## src/rtl/shift_unit_pkg.sv

```systemverilog
package shift_unit_pkg;

  typedef enum logic [2:0] {
    OP_SRA  = 3'd0,
    OP_SRL  = 3'd1,
    OP_SHL  = 3'd2,
    OP_RLC  = 3'd3,
    OP_RRC  = 3'd4,
    OP_HALF = 3'd5,
    OP_RSV6 = 3'd6,
    OP_RSV7 = 3'd7
  } shiftOp_e;

  typedef enum logic [1:0] {
    FILL_ZERO  = 2'd0,
    FILL_SIGN  = 2'd1,
    FILL_CARRY = 2'd2
  } fillSrc_e;

  // strobes from control to datapath
  typedef struct packed {
    logic     goLeft;
    fillSrc_e fill;
    logic     preAdd;
    logic     leftOverflow;
    logic     opValid;
  } shiftStrobe_t;

  typedef struct packed {
    logic n;
    logic z;
    logic v;
    logic c;
  } flagSet_t;

endpackage

```

## src/rtl/shift_ctrl.sv

```systemverilog
module shift_ctrl
  import shift_unit_pkg::*;
(
  input  logic [2:0]   opcode,
  output shiftStrobe_t strobe
);

  shiftOp_e op;
  assign op = shiftOp_e'(opcode);

  always_comb begin
    strobe = '{goLeft: 1'b0, fill: FILL_ZERO, preAdd: 1'b0,
               leftOverflow: 1'b0, opValid: 1'b1};
    case (op)
      OP_SRA:  strobe.fill = FILL_SIGN;
      OP_SRL:  strobe.fill = FILL_ZERO;
      OP_SHL: begin
        strobe.goLeft       = 1'b1;
        strobe.leftOverflow = 1'b1;
      end
      OP_RLC: begin
        strobe.goLeft       = 1'b1;
        strobe.fill         = FILL_CARRY;
        strobe.leftOverflow = 1'b1;
      end
      OP_RRC:  strobe.fill = FILL_CARRY;
      OP_HALF: begin
        strobe.fill   = FILL_SIGN;
        strobe.preAdd = 1'b1;
      end
      default: strobe.opValid = 1'b0;
    endcase
  end

endmodule

```

## src/rtl/shift_datapath.sv

```systemverilog
module shift_datapath
  import shift_unit_pkg::*;
#(
  parameter int WIDTH = 8
) (
  input  logic [WIDTH-1:0] operand,
  input  logic             carryIn,
  input  shiftStrobe_t     strobe,
  output logic [WIDTH-1:0] result,
  output flagSet_t         nextFlags
);

  localparam int MSB = WIDTH - 1;

  logic [WIDTH:0]   widened;
  logic [WIDTH-1:0] src;
  logic             srcSign;
  logic             fillBit;
  logic             outBit;

  // sign-extended operand plus optional sign pre-add, one bit wider
  assign widened = {operand[MSB], operand}
                 + {{WIDTH{1'b0}}, operand[MSB] & strobe.preAdd};
  assign src     = widened[MSB:0];
  assign srcSign = widened[WIDTH];

  always_comb begin
    case (strobe.fill)
      FILL_SIGN:  fillBit = srcSign;
      FILL_CARRY: fillBit = carryIn;
      default:    fillBit = 1'b0;
    endcase
  end

  always_comb begin
    if (!strobe.opValid) begin
      result = operand;
      outBit = 1'b0;
    end else if (strobe.goLeft) begin
      result = {src[MSB-1:0], fillBit};
      outBit = src[MSB];
    end else begin
      result = {fillBit, src[MSB:1]};
      outBit = src[0];
    end
  end

  always_comb begin
    nextFlags.n = result[MSB];
    nextFlags.z = ~|result;
    nextFlags.v = strobe.leftOverflow & (result[MSB] ^ operand[MSB]);
    nextFlags.c = outBit;
  end

endmodule

```

## src/rtl/flag_reg.sv

```systemverilog
module flag_reg
  import shift_unit_pkg::*;
(
  input  logic     clk,
  input  logic     rst,
  input  logic     load,
  input  flagSet_t nextFlags,
  output flagSet_t flags
);

  always_ff @(posedge clk) begin
    if (rst)       flags <= '0;
    else if (load) flags <= nextFlags;
  end

endmodule

```

## src/rtl/shift_flag_unit.sv

```systemverilog
module shift_flag_unit
  import shift_unit_pkg::*;
#(
  parameter int WIDTH = 8
) (
  input  logic             clk,
  input  logic             rst,
  input  logic [WIDTH-1:0] operand,
  input  logic             carryIn,
  input  logic [2:0]       opcode,
  input  logic             flagWrite,
  output logic [WIDTH-1:0] result,
  output logic             flagN,
  output logic             flagZ,
  output logic             flagV,
  output logic             flagC
);

  shiftStrobe_t strobe;
  flagSet_t     nextFlags;
  flagSet_t     flags;

  shift_ctrl ctrl (
    .opcode (opcode),
    .strobe (strobe)
  );

  shift_datapath #(.WIDTH(WIDTH)) dp (
    .operand   (operand),
    .carryIn   (carryIn),
    .strobe    (strobe),
    .result    (result),
    .nextFlags (nextFlags)
  );

  flag_reg flagStore (
    .clk       (clk),
    .rst       (rst),
    .load      (flagWrite & strobe.opValid),
    .nextFlags (nextFlags),
    .flags     (flags)
  );

  assign flagN = flags.n;
  assign flagZ = flags.z;
  assign flagV = flags.v;
  assign flagC = flags.c;

endmodule

```

## config.mk

```make
export PLATFORM = sky130hd
export DESIGN_NAME = shift_flag_unit
export DESIGN_NICKNAME = d
export VERILOG_FILES = /design/src/rtl/shift_unit_pkg.sv /design/src/rtl/shift_ctrl.sv /design/src/rtl/shift_datapath.sv /design/src/rtl/flag_reg.sv /design/src/rtl/shift_flag_unit.sv
export SDC_FILE = /design/constraint.sdc
export NUM_CORES = 1
export LEC_CHECK = 0
export ABC_AREA = 1
export BUFFER_PORTS_ARGS = -buffer_cell sky130_fd_sc_hd__buf_4
export CORE_MARGIN = 1
export CORE_UTILIZATION = 35
export CTS_CLUSTER_SIZE = 10
export DETAILED_ROUTE_END_ITERATION = 7
export PLACE_DENSITY_LB_ADDON = 0.25
export SLEW_MARGIN = 20
export SYNTH_ARGS = -nofsm -noshare
export SYNTH_HDL_FRONTEND = slang
export SYNTH_SLANG_ARGS = --single-unit
```

## constraint.sdc

```tcl
create_clock -name clk -period 2.4 [get_ports clk]
set_clock_uncertainty 0.15 [all_clocks]
set_input_delay 0.24 -clock clk [delete_from_list [all_inputs] [get_ports clk]]
set_output_delay 0.24 -clock clk [all_outputs]
set_load 0.02 [all_outputs]
```

Word-level counts from Yosys, hierarchy flattened
Cells that the tools add are included.

storage, ports and cells
  register bits after elaboration = 4
  output and inout bits = 12
  ROM bits = 0
  bits in writable memories = 0
  word-level logic and storage cells = 32
  bits of input ports = 15
  memories kept = 0
  latch bits = 0

operators by class
  shifts and indexed selects = 0
  $lt $le $gt $ge = 0
  bitwise logic cells = 4
  equal/unequal tests = 7
  add/subtract/negate cells = 1
  div/mod/pow operators = 0
  mux-type cells = 9
  multiply operators = 0
  reduce and logical (&&, ||, !) cells = 7

operators with widths
  kind                  number
  $mux W8               2
  $add A8 B2 Y9         1
  $reduce_or A8 Y1      1
  $eq A3 B2 Y1 const B  2
  $eq A3 B3 Y1 const B  2
  $reduce_or A2 Y1      3
  $reduce_or A6 Y1      1
  $mux W1               5
  $pmux W2 S2           1
  $and A1 B1 Y1         3
  $eq A3 B1 Y1 const B  1
  $logic_not A3 Y1      1
  $eq A2 B1 Y1 const B  1
  $eq A2 B2 Y1 const B  1
  $pmux W1 S2           1
  $logic_not A1 Y1      1
  $xor A1 B1 Y1         1

Longest topological paths before layout
  depth after elaboration = 9
  depth in mapped cells = 14
  mapped depth without buffers = 14

Cells and area by module
A second synthesis with hierarchy kept.

unflattened totals
  cells, all modules = 154
  area, all modules = 809.5 um2

by module, submodules not included
  module           cells an instance  times used  area each (um2)  sequential area each (um2)
  shift_datapath   113                1           574.3            0.0
  flag_reg         26                 1           172.7            80.1
  shift_ctrl       13                 1           55.1             0.0
  shift_flag_unit  2                  1           7.5              0.0

Worst setup path before layout
Ideal clock, no wire load.

  kind = input -> register
  from = input port opcode[1]
  to = register, netlist name flagStore.flags[2]
  data required time = 2.180 ns
  setup slack = 0.225 ns
  stages = 14
  buffers on the path = 1
  arrival time = 1.955 ns
  setup time = 0.070 ns
  cell sequence = buf_4 > nor4_1 > ha_1 > ha_1 > nand2_1 > inv_1 > nor2_1 > nand2_1 > nand3_1 > nor2_1 > nand2_1 > nor2_1 > nand3_1 > a21oi_1

on the way
  elaborated cells between the ends (all ways) = 24
  those cells by class = add/sub: 1; eq/ne: 7; mux: 7; bitwise: 2; reduce/logical: 7

RTL lines
  what                 RTL line               text
  from (decl)          shift_flag_unit.sv:10  input logic [2:0] opcode,
  $eq A3 B3 Y1         shift_ctrl.sv:14       case (op)
  $mux W1              shift_ctrl.sv:14
  $and A1 B1 Y1        shift_datapath.sv:23   + {{WIDTH{1'b0}}, operand[MSB] & strobe.preAdd};
  $add A8 B2 Y9        shift_datapath.sv:23
  $mux W8              shift_datapath.sv:39   end else if (strobe.goLeft) begin
  $mux W8 *            shift_datapath.sv:36   if (!strobe.opValid) begin
  named net result[1]  shift_flag_unit.sv:12  output logic [WIDTH-1:0] result,
  $reduce_or A8 Y1 *   shift_datapath.sv:50   nextFlags.z = ~|result;
  $logic_not A1 Y1 *   shift_datapath.sv:50

The timed path passes the listed nets; every way through them passes the cells marked *.
A chain may end at the register's enable or synchronous reset.

Worst setup path after layout
  from = input port operand[7]
  to = output port result[7]

on the way
  word-level cells in the longest chain between the ends = 5

RTL lines
  what           RTL line               text
  from (decl)    shift_flag_unit.sv:8   input logic [WIDTH-1:0] operand,
  $and A1 B1 Y1  shift_datapath.sv:23
  $add A8 B2 Y9  shift_datapath.sv:23
  $pmux W1 S2    shift_datapath.sv:28   case (strobe.fill)
  $mux W8        shift_datapath.sv:39
  $mux W8 *      shift_datapath.sv:36
  to (decl)      shift_flag_unit.sv:12

Every way passes the cells marked *; elsewhere a longest branch is shown, timed or not.

==> metrics.txt <==
initial antenna violation count 0; worst vdd ir 0.0003827 V; Final min period 2.223 ns; hold-fix buffers at CTS 0; top cell type's share of synthesized area 22.03%; Die Y 47.22 um; Largest Register flagStore.flags; Reg clk slew, reported paths 0.04 ns; WHS 0.04448 ns; critical path depth in cells 13; Clk pwr share 26.4%; Post-CTS Setup Inserts 0; clock buffer depth 2; CP Capture Type primary output; dpl hpwl 1.653 mm; Pwr Total 0.3103 mW; grt ovf 0; status completed; reg2reg path depth 4; Area Overhead vs Synth 33.92%; Initial Utilization 39.31%; Reg2Reg Setup Slack 1.62 ns; H-tree lvl count 1; DRT Pass-1 Iters 4; WL/cell 10.54 um; vias per std cell 4.880; max incr delay on CP 0.27 ns; WP data required 2.01 ns; Critical Path Start operand[7]; core footprint 1821 um2; Synth cell types 20; most used cell, CP nand2_1; Routed WL 1.940 mm; fin util 52.65%; Final Max Tran Viols 0; Final Hold Vio Count 0; Seq pwr share 23.0%; # clock sinks 4; CTS Root Cell clkbuf_4; PD cells 323.7 nW/um2; # IOs 27; ANT cells 0; switching power share of the total 39.22%; NetSw 0.1217 mW; synthesized area per cell 5.422 um2; dominant cell type by area after synthesis nand2_1; critical-path cell list buf_4 -> inv_1 -> nor4_2 -> ha_2 -> ha_1 -> nand2_1 -> inv_2 -> nand3_1 -> nand2_1 -> nand2_1 -> nand3_2 -> nand3_2 -> buf_4; GR Util All Layers 19.59%; Final Setup Violations 0; Arrival @ worst endpoint 1.83 ns; CP endpoint result[7]; die area 2230 um2; CP Class input pin to primary output; worst reg2reg path endpoint flagStore.flags[3]; Hold Crit Class input pin to flop; ANT nets after route 0; Least-Margin Pin Slew 0.2914 ns; Crit Path Max Fanout 5; RSZ-0062 raised after global routing false; crit path buf inv count 4; MaxCap Viol Count 0; post-synthesis sequential area ratio 11.19%; I/O Buffers 26; post-synthesis instance area 715.7 um2; Syn. warnings 0; Syn Nets 151; most common cell after layout, fill and taps aside nand2_1; layout cells sized above 1 30.82%; GP Congestion 0.9198; global-route wire length before repair 3.139 mm; ranking of synthesized cells by area nand2_1, inv_1, dfxtp_1, nand3_1, nor2_1; period utilisation layout 92.61%; CP Launch Type input pin; drt drc 0; DRT iter0 DRCs 24; fin nets 180; vias post-DR 898; Slew Limit Headroom 80.55%; CP max stage cell nor4_2; cell count after synthesis 132; RR Startpoint flagStore.flags[3]; largest net degree at the start of global routing 10; FF+latch count, synth 4; Site Rows 15; Die W 47.22 um; Power Internal 0.1886 mW; Achievable Freq 449.9 MHz; Setup TNS 0 ns; post-cts sizing count 0; FILL cells 191; TritonCTS clock tree built; most frequent cells in the layout nand2_1, buf_4, inv_1; max FFs per register 4; vias in the first global route 754; latest clock arrival within the worst-skew pair 0.23 ns; Top Registers flagStore.flags (4); P_leak 0.5495 nW; combinational power share 50.6%; Worst path top cell family by delay simple AND/OR/NAND/NOR gates; cts bufs inserted 3
-- power groups by stage --
stage / Combinational [mW] / Sequential, mW / Clock, mW
floorplan: 0.0914 / 0.0760 / 0
global placement: 0.154 / 0.0722 / 0
detailed placement: 0.156 / 0.0723 / 0
CTS: 0.156 / 0.0713 / 0.0848
global route: 0.174 / 0.0715 / 0.0939
finish: 0.157 / 0.0713 / 0.0819
-- cells by family (layout without fill, tap and decap cells) --
logic type | Yosys count | count (layout) | synth area share, %
buf+inv | 28 | 55 | 15.73
compound gates | 10 | 10 | 8.392
fa+ha+maj | 4 | 4 | 6.993
flops | 4 | 4 | 11.19
simple gates | 86 | 86 | 57.69
-- stage by stage --
step	setup slack, ns	std cells	instance area [um2]
floorplan	0.2253	132	715.7
global placement	0.1521	181	927.1
detailed placement	0.1101	181	927.1
CTS	0.1060	184	949.7
global route	0.02573	184	958.4
finish	0.1773	184	958.4
-- worst register-to-register path, delay by kind of cell (launching register included) --
| kind | cells | cell delay, ns |
|---|---|---|
| flip-flops | 1 | 0.30 |
| AND/OR/NAND/NOR | 3 | 0.18 |
| buffers and inverters | 1 | 0.03 |
-- cell type report --
cell class | count | area [um2] | share of cell area (%)
tap | 25 | 31.28 | 3.264
sequential | 4 | 80.08 | 8.355
multi-input combinational | 100 | 531.8 | 55.48
inverter | 26 | 97.59 | 10.18
timing repair buffer | 26 | 195.2 | 20.37
clock buffer | 3 | 22.52 | 2.350
-- worst min-delay path by stage --
stage,depth (start not counted),from,endpoint,slack (ns)
after floorplan,1,rst,flagStore.flags[0],0.16
after global placement,2,rst,flagStore.flags[2],0.28
after detailed placement,2,rst,flagStore.flags[0],0.29
after CTS,2,rst,flagStore.flags[0],0.04
after global routing,2,rst,flagStore.flags[2],0.04
final,2,rst,flagStore.flags[0],0.04
-- synthesized netlist by cell type (all sizes together) --
cell type / instances
o21ai: 1
nand3b: 1
nor3: 2
o211ai: 1
buf: 2
o21bai: 1
a21oi: 6
dfxtp: 4
nand3: 19
o22ai: 1
nand2: 46
inv: 26
nor4: 1
ha: 4
nor2: 17
-- layer usage --
metal,share of wire (%),global-route usage [%],wire [um],up-vias
met5,0,0,0,-
met4,0,0,0,0
met3,6.8,4.615,132,0
met2,49,35.07,956,38
met1,44,25.17,851,393
li1,-,-,-,467
Power figures use the tool's default switching activity.
